`config.mk`:
```
export PLATFORM = sky130hd
export DESIGN_NAME = cfg_port_ctrl
export DESIGN_NICKNAME = d
export VERILOG_FILES = /design/src/rtl/cfg_pkg.sv /design/src/rtl/cfg_unlock_fsm.sv /design/src/rtl/cfg_bank_regs.sv /design/src/rtl/cfg_port_ctrl.sv
export SDC_FILE = /design/constraint.sdc
export NUM_CORES = 2
export LEC_CHECK = 0
export BUFFER_PORTS_ARGS = -buffer_cell sky130_fd_sc_hd__buf_2
export CAP_MARGIN = 20
export CELL_PAD_IN_SITES_DETAIL_PLACEMENT = 0
export CELL_PAD_IN_SITES_GLOBAL_PLACEMENT = 2
export CORE_ASPECT_RATIO = 0.7
export CORE_MARGIN = 8
export CORE_UTILIZATION = 49
export CTS_BUF_LIST = sky130_fd_sc_hd__clkbuf_2 sky130_fd_sc_hd__clkbuf_4 sky130_fd_sc_hd__clkbuf_8
export DETAILED_ROUTE_END_ITERATION = 12
export PLACE_DENSITY = 0.91
export SKIP_CTS_REPAIR_TIMING = 1
export SLEW_MARGIN = 40
export SYNTH_ARGS = -nofsm -noshare
export SYNTH_HDL_FRONTEND = slang
export SYNTH_HIERARCHICAL = 1
export SYNTH_SLANG_ARGS = --single-unit
export TNS_END_PERCENT = 30
```
`constraint.sdc`:
```
create_clock -name clk -period 3 [get_ports clk]
set_input_delay 0.15 -clock clk [delete_from_list [all_inputs] [get_ports clk]]
set_output_delay 0.15 -clock clk [all_outputs]
set_load 0.005 [all_outputs]
```
`src/rtl/cfg_pkg.sv`:
```
package cfg_pkg;

   typedef enum logic [1:0] {
      ST_SHUT = 2'd0,
      ST_HALF = 2'd1,
      ST_OPEN = 2'd2
   } gate_st_e;

   localparam logic [7:0] CFG_OPEN_KEY  = 8'h87;
   localparam logic [7:0] CFG_CLOSE_KEY = 8'hAA;
   localparam logic [7:0] CFG_IDLE_BYTE = 8'hFF;

endpackage

```
`src/rtl/cfg_unlock_fsm.sv`:
```
module cfg_unlock_fsm
   import cfg_pkg::*;
#(
   parameter logic [7:0] OPEN_KEY  = CFG_OPEN_KEY,
   parameter logic [7:0] CLOSE_KEY = CFG_CLOSE_KEY
) (
   input  logic       clk,
   input  logic       rst_n,
   input  logic       bus_cycle,
   input  logic       base_wr,
   input  logic [7:0] wdata,
   output logic       cfg_open
);

   gate_st_e st_q, st_d;
   logic     key_wr;

   assign key_wr = base_wr && (wdata == OPEN_KEY);

   always_comb begin
      st_d = st_q;
      unique case (st_q)
         ST_SHUT: if (key_wr) st_d = ST_HALF;
         ST_HALF: if (bus_cycle) st_d = key_wr ? ST_OPEN : ST_SHUT;
         ST_OPEN: if (base_wr && (wdata == CLOSE_KEY)) st_d = ST_SHUT;
         default: st_d = ST_SHUT;
      endcase
   end

   always_ff @(posedge clk or negedge rst_n) begin
      if (!rst_n) st_q <= ST_SHUT;
      else        st_q <= st_d;
   end

   assign cfg_open = (st_q == ST_OPEN);


   open_entry_chk: assert property (@(posedge clk) disable iff (!rst_n)
      $rose(st_q == ST_OPEN) |-> ($past(st_q) == ST_HALF) && $past(key_wr));


   half_break_chk: assert property (@(posedge clk) disable iff (!rst_n)
      (st_q == ST_HALF && bus_cycle && !key_wr) |=> (st_q == ST_SHUT));


   close_chk: assert property (@(posedge clk) disable iff (!rst_n)
      (cfg_open && base_wr && wdata == CLOSE_KEY) |=> !cfg_open);

endmodule

```
`src/rtl/cfg_bank_regs.sv`:
```
module cfg_bank_regs #(
   parameter int NUM_LDEV = 8,
   parameter int AUX_IDX  = 'h02,
   parameter int LDEV_IDX = 'h07,
   parameter int GLOB_LO  = 'h20,
   parameter int GLOB_N   = 16,
   parameter int BANK_LO  = 'h30,
   parameter int BANK_N   = 16,
   parameter int LOCK_IDX = 'h26,
   parameter int LOCK_BIT = 5
) (
   input  logic       clk,
   input  logic       rst_n,
   input  logic       wr_en,
   input  logic [7:0] idx,
   input  logic [7:0] wdata,
   output logic [7:0] rdata
);

   localparam int         GOFF_W   = (GLOB_N > 1) ? $clog2(GLOB_N) : 1;
   localparam int         BOFF_W   = (BANK_N > 1) ? $clog2(BANK_N) : 1;
   localparam int         DEV_W    = (NUM_LDEV > 1) ? $clog2(NUM_LDEV) : 1;
   localparam logic [8:0] GLOB_END = 9'(GLOB_LO + GLOB_N);
   localparam logic [8:0] BANK_END = 9'(BANK_LO + BANK_N);
   localparam logic [7:0] GLOB_LO8 = 8'(GLOB_LO);
   localparam logic [7:0] BANK_LO8 = 8'(BANK_LO);
   localparam logic [7:0] AUX8     = 8'(AUX_IDX);
   localparam logic [7:0] LDEV8    = 8'(LDEV_IDX);
   localparam logic [7:0] LOCK8    = 8'(LOCK_IDX);
   localparam int         LOCK_OFF = LOCK_IDX - GLOB_LO;

   if (GLOB_LO + GLOB_N > BANK_LO) begin : g_bad_glob
      $error("global range overlaps banked range");
   end
   if (BANK_LO + BANK_N > 256) begin : g_bad_bank
      $error("banked range exceeds index space");
   end
   if (LOCK_IDX < GLOB_LO || LOCK_IDX >= GLOB_LO + GLOB_N || LOCK_BIT > 7) begin : g_bad_lock
      $error("lock register must be an implemented global");
   end
   if (NUM_LDEV < 2 || NUM_LDEV > 256) begin : g_bad_ldev
      $error("device count out of range");
   end

   logic [GLOB_N-1:0][7:0] glob_q;
   logic [BANK_N-1:0][7:0] bank_q [NUM_LDEV];
   logic [7:0]             aux_q, ldev_q;
   logic                   glob_hit, bank_hit, dev_ok, lock_on, wr_ok;
   logic [GOFF_W-1:0]      goff;
   logic [BOFF_W-1:0]      boff;
   logic [DEV_W-1:0]       dev;

   assign glob_hit = ({1'b0, idx} >= 9'(GLOB_LO)) && ({1'b0, idx} < GLOB_END);
   assign bank_hit = ({1'b0, idx} >= 9'(BANK_LO)) && ({1'b0, idx} < BANK_END);
   assign goff     = GOFF_W'(idx - GLOB_LO8);
   assign boff     = BOFF_W'(idx - BANK_LO8);
   assign dev_ok   = ({1'b0, ldev_q} < 9'(NUM_LDEV));
   assign dev      = DEV_W'(ldev_q);
   assign lock_on  = glob_q[LOCK_OFF][LOCK_BIT];
   assign wr_ok    = wr_en && (!lock_on || idx == LOCK8);

   always_ff @(posedge clk or negedge rst_n) begin
      if (!rst_n) begin
         glob_q <= '0;
         aux_q  <= '0;
         ldev_q <= '0;
      end else if (wr_ok) begin
         if (idx == AUX8)  aux_q  <= wdata;
         if (idx == LDEV8) ldev_q <= wdata;
         if (glob_hit)     glob_q[goff] <= wdata;
      end
   end

   for (genvar d = 0; d < NUM_LDEV; d++) begin : g_dev
      logic sel;
      assign sel = wr_ok && bank_hit && dev_ok && (dev == DEV_W'(d));

      always_ff @(posedge clk or negedge rst_n) begin
         if (!rst_n)   bank_q[d] <= '0;
         else if (sel) bank_q[d][boff] <= wdata;
      end


      bank_lock_chk: assert property (@(posedge clk) disable iff (!rst_n)
         (wr_en && lock_on && idx != LOCK8) |=> $stable(bank_q[d]));
   end

   always_comb begin
      rdata = '0;
      if (idx == AUX8)              rdata = aux_q;
      else if (idx == LDEV8)        rdata = ldev_q;
      else if (glob_hit)            rdata = glob_q[goff];
      else if (bank_hit && dev_ok)  rdata = bank_q[dev][boff];
   end


   glob_lock_chk: assert property (@(posedge clk) disable iff (!rst_n)
      (wr_en && lock_on && idx != LOCK8) |=> $stable(glob_q) && $stable(aux_q) && $stable(ldev_q));

endmodule

```
`src/rtl/cfg_port_ctrl.sv`:
```
module cfg_port_ctrl
   import cfg_pkg::*;
#(
   parameter int ADDR_W   = 16,
   parameter int BASE_PRI = 'h2E,
   parameter int BASE_ALT = 'h4E,
   parameter int NUM_LDEV = 8,
   parameter int GLOB_N   = 16,
   parameter int BANK_N   = 16
) (
   input  logic              clk,
   input  logic              cold_rst_n,
   input  logic              warm_rst_n,
   input  logic              strap_alt,
   input  logic [ADDR_W-1:0] io_addr,
   input  logic              io_wr,
   input  logic              io_rd,
   input  logic [7:0]        io_wdata,
   output logic [7:0]        io_rdata
);

   localparam logic [ADDR_W-1:0] PRI_A = ADDR_W'(BASE_PRI);
   localparam logic [ADDR_W-1:0] ALT_A = ADDR_W'(BASE_ALT);

   if (ADDR_W < 8) begin : g_bad_addr
      $error("address width too small for port map");
   end

   logic              rst_any_n, cfg_open, hit_base, hit_data, base_wr, rf_wr;
   logic [ADDR_W-1:0] base_a;
   logic [7:0]        idx_q, rf_rdata;

   assign rst_any_n = cold_rst_n & warm_rst_n;
   assign base_a    = strap_alt ? ALT_A : PRI_A;
   assign hit_base  = (io_addr == base_a);
   assign hit_data  = (io_addr == base_a + ADDR_W'(1));
   assign base_wr   = io_wr && hit_base;
   assign rf_wr     = cfg_open && io_wr && hit_data;

   cfg_unlock_fsm u_gate (
      .clk       (clk),
      .rst_n     (rst_any_n),
      .bus_cycle (io_wr | io_rd),
      .base_wr   (base_wr),
      .wdata     (io_wdata),
      .cfg_open  (cfg_open)
   );

   always_ff @(posedge clk or negedge rst_any_n) begin
      if (!rst_any_n)
         idx_q <= '0;
      else if (cfg_open && base_wr && io_wdata != CFG_CLOSE_KEY)
         idx_q <= io_wdata;
   end

   cfg_bank_regs #(
      .NUM_LDEV (NUM_LDEV),
      .GLOB_N   (GLOB_N),
      .BANK_N   (BANK_N)
   ) u_regs (
      .clk   (clk),
      .rst_n (cold_rst_n),
      .wr_en (rf_wr),
      .idx   (idx_q),
      .wdata (io_wdata),
      .rdata (rf_rdata)
   );

   always_ff @(posedge clk or negedge rst_any_n) begin
      if (!rst_any_n)
         io_rdata <= CFG_IDLE_BYTE;
      else if (io_rd)
         io_rdata <= (cfg_open && hit_data) ? rf_rdata : CFG_IDLE_BYTE;
   end


   shut_read_chk: assert property (@(posedge clk) disable iff (!rst_any_n)
      (io_rd && !cfg_open) |=> (io_rdata == CFG_IDLE_BYTE));


   rdata_hold_chk: assert property (@(posedge clk) disable iff (!rst_any_n)
      !io_rd |=> $stable(io_rdata));


   shut_index_chk: assert property (@(posedge clk) disable iff (!rst_any_n)
      !cfg_open |=> $stable(idx_q));

endmodule

```
Word-level counts from Yosys, hierarchy flattened
Index checks and enable logic that the tools add are counted.
{"block": "totals", "reg_bits": 1186, "out_inout_bits": 8, "wordCells": 248}
{"block": "op_classes", "add_sub_neg": 3, "n_lt_le_gt_ge": 10, "n_eq_ne": 20, "mux": 31, "bitwise": 3, "reduce_logical": 32}
{"op": "$bwmux W128", "n": 9}
{"op": "$bmux W128 S3", "n": 1}
{"op": "$mux W128", "n": 2}
{"op": "$mux W8", "n": 9}
{"op": "$bmux W8 S4", "n": 2}
{"op": "$demux W8 S4", "n": 2}
{"op": "$logic_and A1 B1 Y1", "n": 24}
{"op": "$eq A16 B7 Y1", "n": 1}
{"op": "$eq A16 B8 Y1", "n": 1}
{"op": "$eq A8 B8 Y1 const B", "n": 2}
{"op": "$ge A8 B6 Y1 const B", "n": 2}
{"op": "$eq A3 B3 Y1 const B", "n": 4}
{"op": "$lt A4 B5 Y1 const B", "n": 2}
{"op": "$add A7 B1 Y8 const B", "n": 1}
{"op": "$eq A8 B2 Y1 const B", "n": 1}
{"op": "$eq A8 B3 Y1 const B", "n": 1}
{"op": "$eq A8 B6 Y1 const B", "n": 1}
{"op": "$ge A4 B1 Y1 const B", "n": 2}
{"op": "$lt A8 B4 Y1 const B", "n": 1}
{"op": "$lt A8 B6 Y1 const B", "n": 1}
{"op": "$lt A8 B7 Y1 const B", "n": 1}
{"op": "$mux W2", "n": 4}
{"op": "$ne A8 B8 Y1 const B", "n": 1}
{"op": "$sub A4 B1 Y4 const B", "n": 2}
{"op": "17 further kinds", "n": 22}

Depth between registers and ports, before layout
{"block": "depth", "ltp_word": 11, "mapped_depth": 12}

Hierarchy
The synthesis kept the hierarchy.
{"mod": "cfg_bank_regs", "n_inst": 1, "cells_each": 3735, "area_per_inst_um2": 54622.4}
{"mod": "cfg_port_ctrl", "n_inst": 1, "cells_each": 58, "area_per_inst_um2": 758.2}
{"mod": "cfg_unlock_fsm", "n_inst": 1, "cells_each": 12, "area_per_inst_um2": 133.9}

Worst setup path after synthesis
Ideal clock, no wire load.
{"block": "synth_path", "path_kind": "input to register", "from": "in io_addr[15]", "to": "reg u_regs/bank_q[512] (netlist name)", "setup_ps": 125, "arrival_time_ps": 2537, "required_ps": 2875, "setup_slack_ps": 338, "path_stages": 9, "n_path_buf": 2, "cell_sequence": "or3b_2 nor4_1 and2_1 buf_1 nor4b_4 nand2_4 buf_8 nor2_8 mux2_2"}
{"block": "synth_between", "elab_chain_len": 6}
{"item": "start: declaration", "line_no": "cfg_port_ctrl.sv:15", "rtl": "input logic [ADDR_W-1:0] io_addr,"}
{"item": "$eq A16 B8 Y1", "line_no": "cfg_port_ctrl.sv:36", "rtl": "assign hit_data = (io_addr == base_a + ADDR_W'(1));"}
{"item": "$logic_and A1 B1 Y1", "line_no": "cfg_port_ctrl.sv:38", "rtl": "assign rf_wr = cfg_open && io_wr && hit_data;"}
{"item": "via rf_wr", "line_no": "cfg_port_ctrl.sv:29", "rtl": "logic rst_any_n, cfg_open, hit_base, hit_data, base_wr, rf_wr;"}
{"item": "$logic_and A1 B1 Y1", "line_no": "cfg_bank_regs.sv:60", "rtl": "assign wr_ok = wr_en && (!lock_on || idx == LOCK8);"}
{"item": "$logic_and A1 B1 Y1 (3 in series)", "line_no": "cfg_bank_regs.sv:76", "rtl": "assign sel = wr_ok && bank_hit && dev_ok && (dev == DEV_W'(d));"}
{"item": "end signal: indexed assignment", "line_no": "cfg_bank_regs.sv:80", "rtl": "else if (sel) bank_q[d][boff] <= wdata;"}
{"item": "end: declaration", "line_no": "cfg_bank_regs.sv:46", "rtl": "logic [BANK_N-1:0][7:0] bank_q [NUM_LDEV];"}
The timed path passes the listed nets, and every way through them passes these cells.
A chain may end at the register's enable or synchronous reset.

Worst setup path after layout
{"block": "layout_path", "from": "reg idx_q[0]", "to": "reg io_rdata[3]"}
{"block": "layout_between", "elab_chain_len": 8, "word_cells_on_any_way": 20, "classes_between": "add/sub: 2; order compare: 4; eq/ne: 2; mux: 9; reduce/logical: 3"}
{"item": "start: declaration", "line_no": "cfg_port_ctrl.sv:31", "rtl": "logic [7:0] idx_q, rf_rdata;"}
{"item": "start signal: assignment", "line_no": "cfg_port_ctrl.sv:53", "rtl": "idx_q <= io_wdata;"}
{"item": "$sub A4 B1 Y4 (tied with other cells)", "line_no": "cfg_bank_regs.sv:55, cfg_bank_regs.sv:56"}
{"item": "$bmux W8 S4 or $logic_and A1 B1 Y1 (tied branches)", "line_no": "cfg_bank_regs.sv:93, cfg_bank_regs.sv:54"}
{"item": "$mux W8 (not written as such) or $logic_and A1 B1 Y1 (tied branches)", "line_no": "cfg_bank_regs.sv:93", "rtl": "else if (bank_hit && dev_ok) rdata = bank_q[dev][boff];"}
{"item": "$mux W8", "line_no": "cfg_bank_regs.sv:93"}
{"item": "$mux W8", "line_no": "cfg_bank_regs.sv:92", "rtl": "else if (glob_hit) rdata = glob_q[goff];"}
{"item": "$mux W8", "line_no": "cfg_bank_regs.sv:91", "rtl": "else if (idx == LDEV8) rdata = ldev_q;"}
{"item": "$mux W8 *", "line_no": "cfg_bank_regs.sv:90", "rtl": "if (idx == AUX8) rdata = aux_q;"}
{"item": "via rf_rdata[3]", "line_no": "cfg_port_ctrl.sv:31"}
{"item": "$mux W8 *", "line_no": "cfg_port_ctrl.sv:73", "rtl": "io_rdata <= (cfg_open && hit_data) ? rf_rdata : CFG_IDLE_BYTE;"}
{"item": "end signal: assignment", "line_no": "cfg_port_ctrl.sv:73"}
{"item": "end: declaration", "line_no": "cfg_port_ctrl.sv:19", "rtl": "output logic [7:0] io_rdata"}
Mark *: on every way through the listed nets, which the timed path passes. The rest lies on a longest branch. The select of a mux whose other input is x is not followed.

==> metrics <==
post-DR wirelength/cell=27.12 um; antenna violations before repair=5; growth of design area from synthesis to finish=17.54%; critical path endpoint category=flip-flop; level count of the clock H-tree=4; transition time of the tightest slew-check pin=0.8921 ns; via total after detailed routing=35,750; PwrDens=471.7 nW/um2; critical path launch point type=flip-flop; Final Wtd Congestion=0.8698; count of boundary I/O pins=38; fin worst setup slack=-0.01089 ns; largest fanout on the critical path=12; Max Clock Skew=0.02345 ns; share of layout cells above drive strength 1=0.5410; number of rows in the core area=103; height of the chip=297.6 um; global route overflow=0; insertion delay to the later sink of the worst-skew pair=0.89 ns; number of enable flip-flop cells after synthesis=0; setup repair after global routing missed its margin=true; post-synthesis sequential area ratio=0.5348; number of design-rule violations left by the first detailed-router iteration=3,404; Post-Syn Area per Cell=14.59 um2; fraction of synthesis flops using an asynchronous set or reset pin=1.000; Clock Tree Buf Depth=3; number of optimization iterations in the first detailed-route pass=6; leak pwr=31.03 nW; Max-Slew Margin vs Limit=0.4053; required time reported for the critical path endpoint=3.80 ns; Peak supply drop=0.4370 mV; Clock Sinks=1,186; Hold Vio Cnt, Final=0; clock tree from TritonCTS=done; final net count=4,210; post-synthesis instance area=55,510 um2; number of library cell types mapped by synthesis=59; Total Routing Usage GR=0.2515; top_reg_cell synth=dfrtp_1; Post-Route Hold Slack=0.03510 ns; Antenna Violating Nets Remaining=0; post-detailed-route DRC marker count=0; pin count of the biggest net entering global routing=149; TritonCTS Buffers=174; number of violations of the max-capacitance limit=0; worst path arrival time=3.81 ns; global-route wire length before repair=241.5 mm; ratio of routed vias to standard cells=6.122; final standard cell count with taps included and fillers excluded=5,840; final setup violating endpoints=1; horizontal die dimension=418.3 um; vias in the first global route=36,817; area of the die=124,500 um2; cell type with the highest aggregate area in the netlist=dfrtp_1; share of the cycle needed by the critical path after routing=1.004; number of port buffers=37; standard cell core area=112,500 um2; failing checks=setup timing; final critical-path required period=3.011 ns; starting utilization of the core area=0.4934; area fraction of the dominant cell type after synthesis=0.5310; type of the worst setup path=flip-flop to flip-flop; total of flip-flops plus latches after synthesis=1,186; synthesized instance count=3,805; Placed Cells=5,492; Synth warnings=6; total detailed-routing wirelength=158.4 mm; cells taking the most area after synthesis=dfrtp_1 53%, mux2_2 23%, mux4_2 6.8%, mux2i_1 2.2%, o2bb2ai_1 2.0%; CTS root buf=clkbuf_8; Design Power=30.78 mW; type of the most critical hold path=input port to flip-flop; Mapped Nets=3,835; clock-pin slew of the registers on the worst-case setup and hold paths=0.07 ns; Max Clock Freq=332.1 MHz; outcome=finished with violations; DPL Wire Length=103.0 mm; count of final max-slew check failures=0
## per-stage QoR
step	TNS (ns)	setup slack (ns)	cell area [um2]	util
floorplan	0	0.3379	55510	-
global placement	-1.921	-0.4890	60770	0.5401
detailed placement	-1.901	-0.4462	60790	0.5403
CTS	-2.029	-0.4626	64560	0.5738
global route	-0.04294	-0.03161	65250	0.5800
finish	-0.01089	-0.01089	65250	0.5800
## sequential cells by signal, indices dropped and copies added (netlist names)
signal	count
u_regs/ldev_q	8
u_regs/aux_q	8
u_regs/bank_q	1024
idx_q	8
u_regs/glob_q	128
io_rdata	8
u_gate/st_q	2
## worst max-delay path: stages (launching register included)
cell and delay [ns]:
dfrtp_4 0.44, buf_4 0.22, buf_16 0.17, mux4_2 0.59, mux4_2 0.54, a222oi_1 0.59, o21ai_1 0.18, o22a_1 0.20
## layout by cell type, fill, tap and decap left out, types with 13 or more instances in the layout
cell | Yosys | layout
a21oi_1 | 121 | 121
a41oi_1 | 32 | 21
buf_12 | 1 | 84
buf_2 | 44 | 28
buf_4 | 4 | 359
buf_6 | 0 | 17
clkbuf_4 | 0 | 67
clkbuf_8 | 0 | 222
dfrtp_1 | 1178 | 1173
dlygate4sd3_1 | 0 | 13
mux2_1 | 35 | 35
mux2_2 | 1141 | 1141
mux2i_1 | 120 | 120
mux4_2 | 168 | 168
nand2_1 | 14 | 14
nand3_1 | 102 | 101
nand3b_1 | 43 | 43
nor2_2 | 78 | 78
nor2_8 | 40 | 40
o21ai_0 | 16 | 13
o22ai_1 | 123 | 108
o22ai_2 | 0 | 13
o2bb2ai_1 | 124 | 123
## logic make-up (layout without fill, tap and decap cells)
| family | Yosys count | count (layout) | share of synthesized area |
|---|---|---|---|
| and+or+nand+nor | 387 | 387 | 0.05569 |
| buffers and inverters | 314 | 825 | 0.02339 |
| AOI/OAI and AO/OA | 446 | 446 | 0.05562 |
| other | 0 | 2 | 0 |
| DFF | 1186 | 1186 | 0.5348 |
| muxes | 1472 | 1472 | 0.3305 |
## cells in the mapped netlist (7+ instances only)
cell type	n
dfrtp_1	1178
mux2_2	1141
clkbuf_1	226
mux4_2	168
o2bb2ai_1	124
o22ai_1	123
a21oi_1	121
mux2i_1	120
nand3_1	102
nor2_2	78
buf_2	44
nand3b_1	43
nor2_8	40
mux2_1	35
a41oi_1	32
buf_1	30
o21ai_0	16
nand2_1	14
nor2_4	12
nor4_1	11
and3b_1	9
nor2_1	9
a222oi_1	8
a32oi_1	8
dfstp_2	8
mux2_4	8
nor2b_1	8
o22a_1	8
nand2_2	7
## where the power goes
part	switching (mW)	internal (mW)
clock	6.36	7.65
combinational	0.653	0.118
sequential	0.00000000123	16.0
## metal layers
layer,wire (um),track usage,up-vias
met4,3726,0.07395,2
met2,69890,0.3632,1288
met3,11970,0.04813,250
met5,12,0,-
li1,-,-,15137
met1,72790,0.3847,19073
## path summary, 6_finish.rpt
check / start / endpoint / slack, ns / cells after the start
setup / recovery: idx_q[0]$_DFFE_PN0P_ / io_rdata[3]$_DFFE_PN1P_ / -0.01 / 7
hold / removal: io_addr[12] / idx_q[6]$_DFFE_PN0P_ / 0.04 / 6
setup reg to reg: idx_q[0]$_DFFE_PN0P_ / io_rdata[3]$_DFFE_PN1P_ / -0.01 / 7
hold reg to reg: u_regs/bank_q[661]$_DFFE_PN0P_ / u_regs/bank_q[661]$_DFFE_PN0P_ / 0.48 / 1
max in group asynchronous: cold_rst_n / u_regs/bank_q[914]$_DFFE_PN0P_ / 2.08 / 4
min in group asynchronous: cold_rst_n / u_regs/bank_q[686]$_DFFE_PN0P_ / 0.06 / 3
## final cells by class
| type | instances | area (um2) |
|---|---|---|
| fillers | 8772 | 47260 |
| clock inverters | 23 | 207.7 |
| well taps | 1522 | 1904 |
| repair buffers | 507 | 4974 |
| clock buffers | 289 | 3558 |
| multi-input cells | 2305 | 24870 |
| flip-flops and latches | 1186 | 29700 |
| inverters | 6 | 23.77 |
| diodes | 2 | 5.005 |
(Power assumes the default switching activity.)
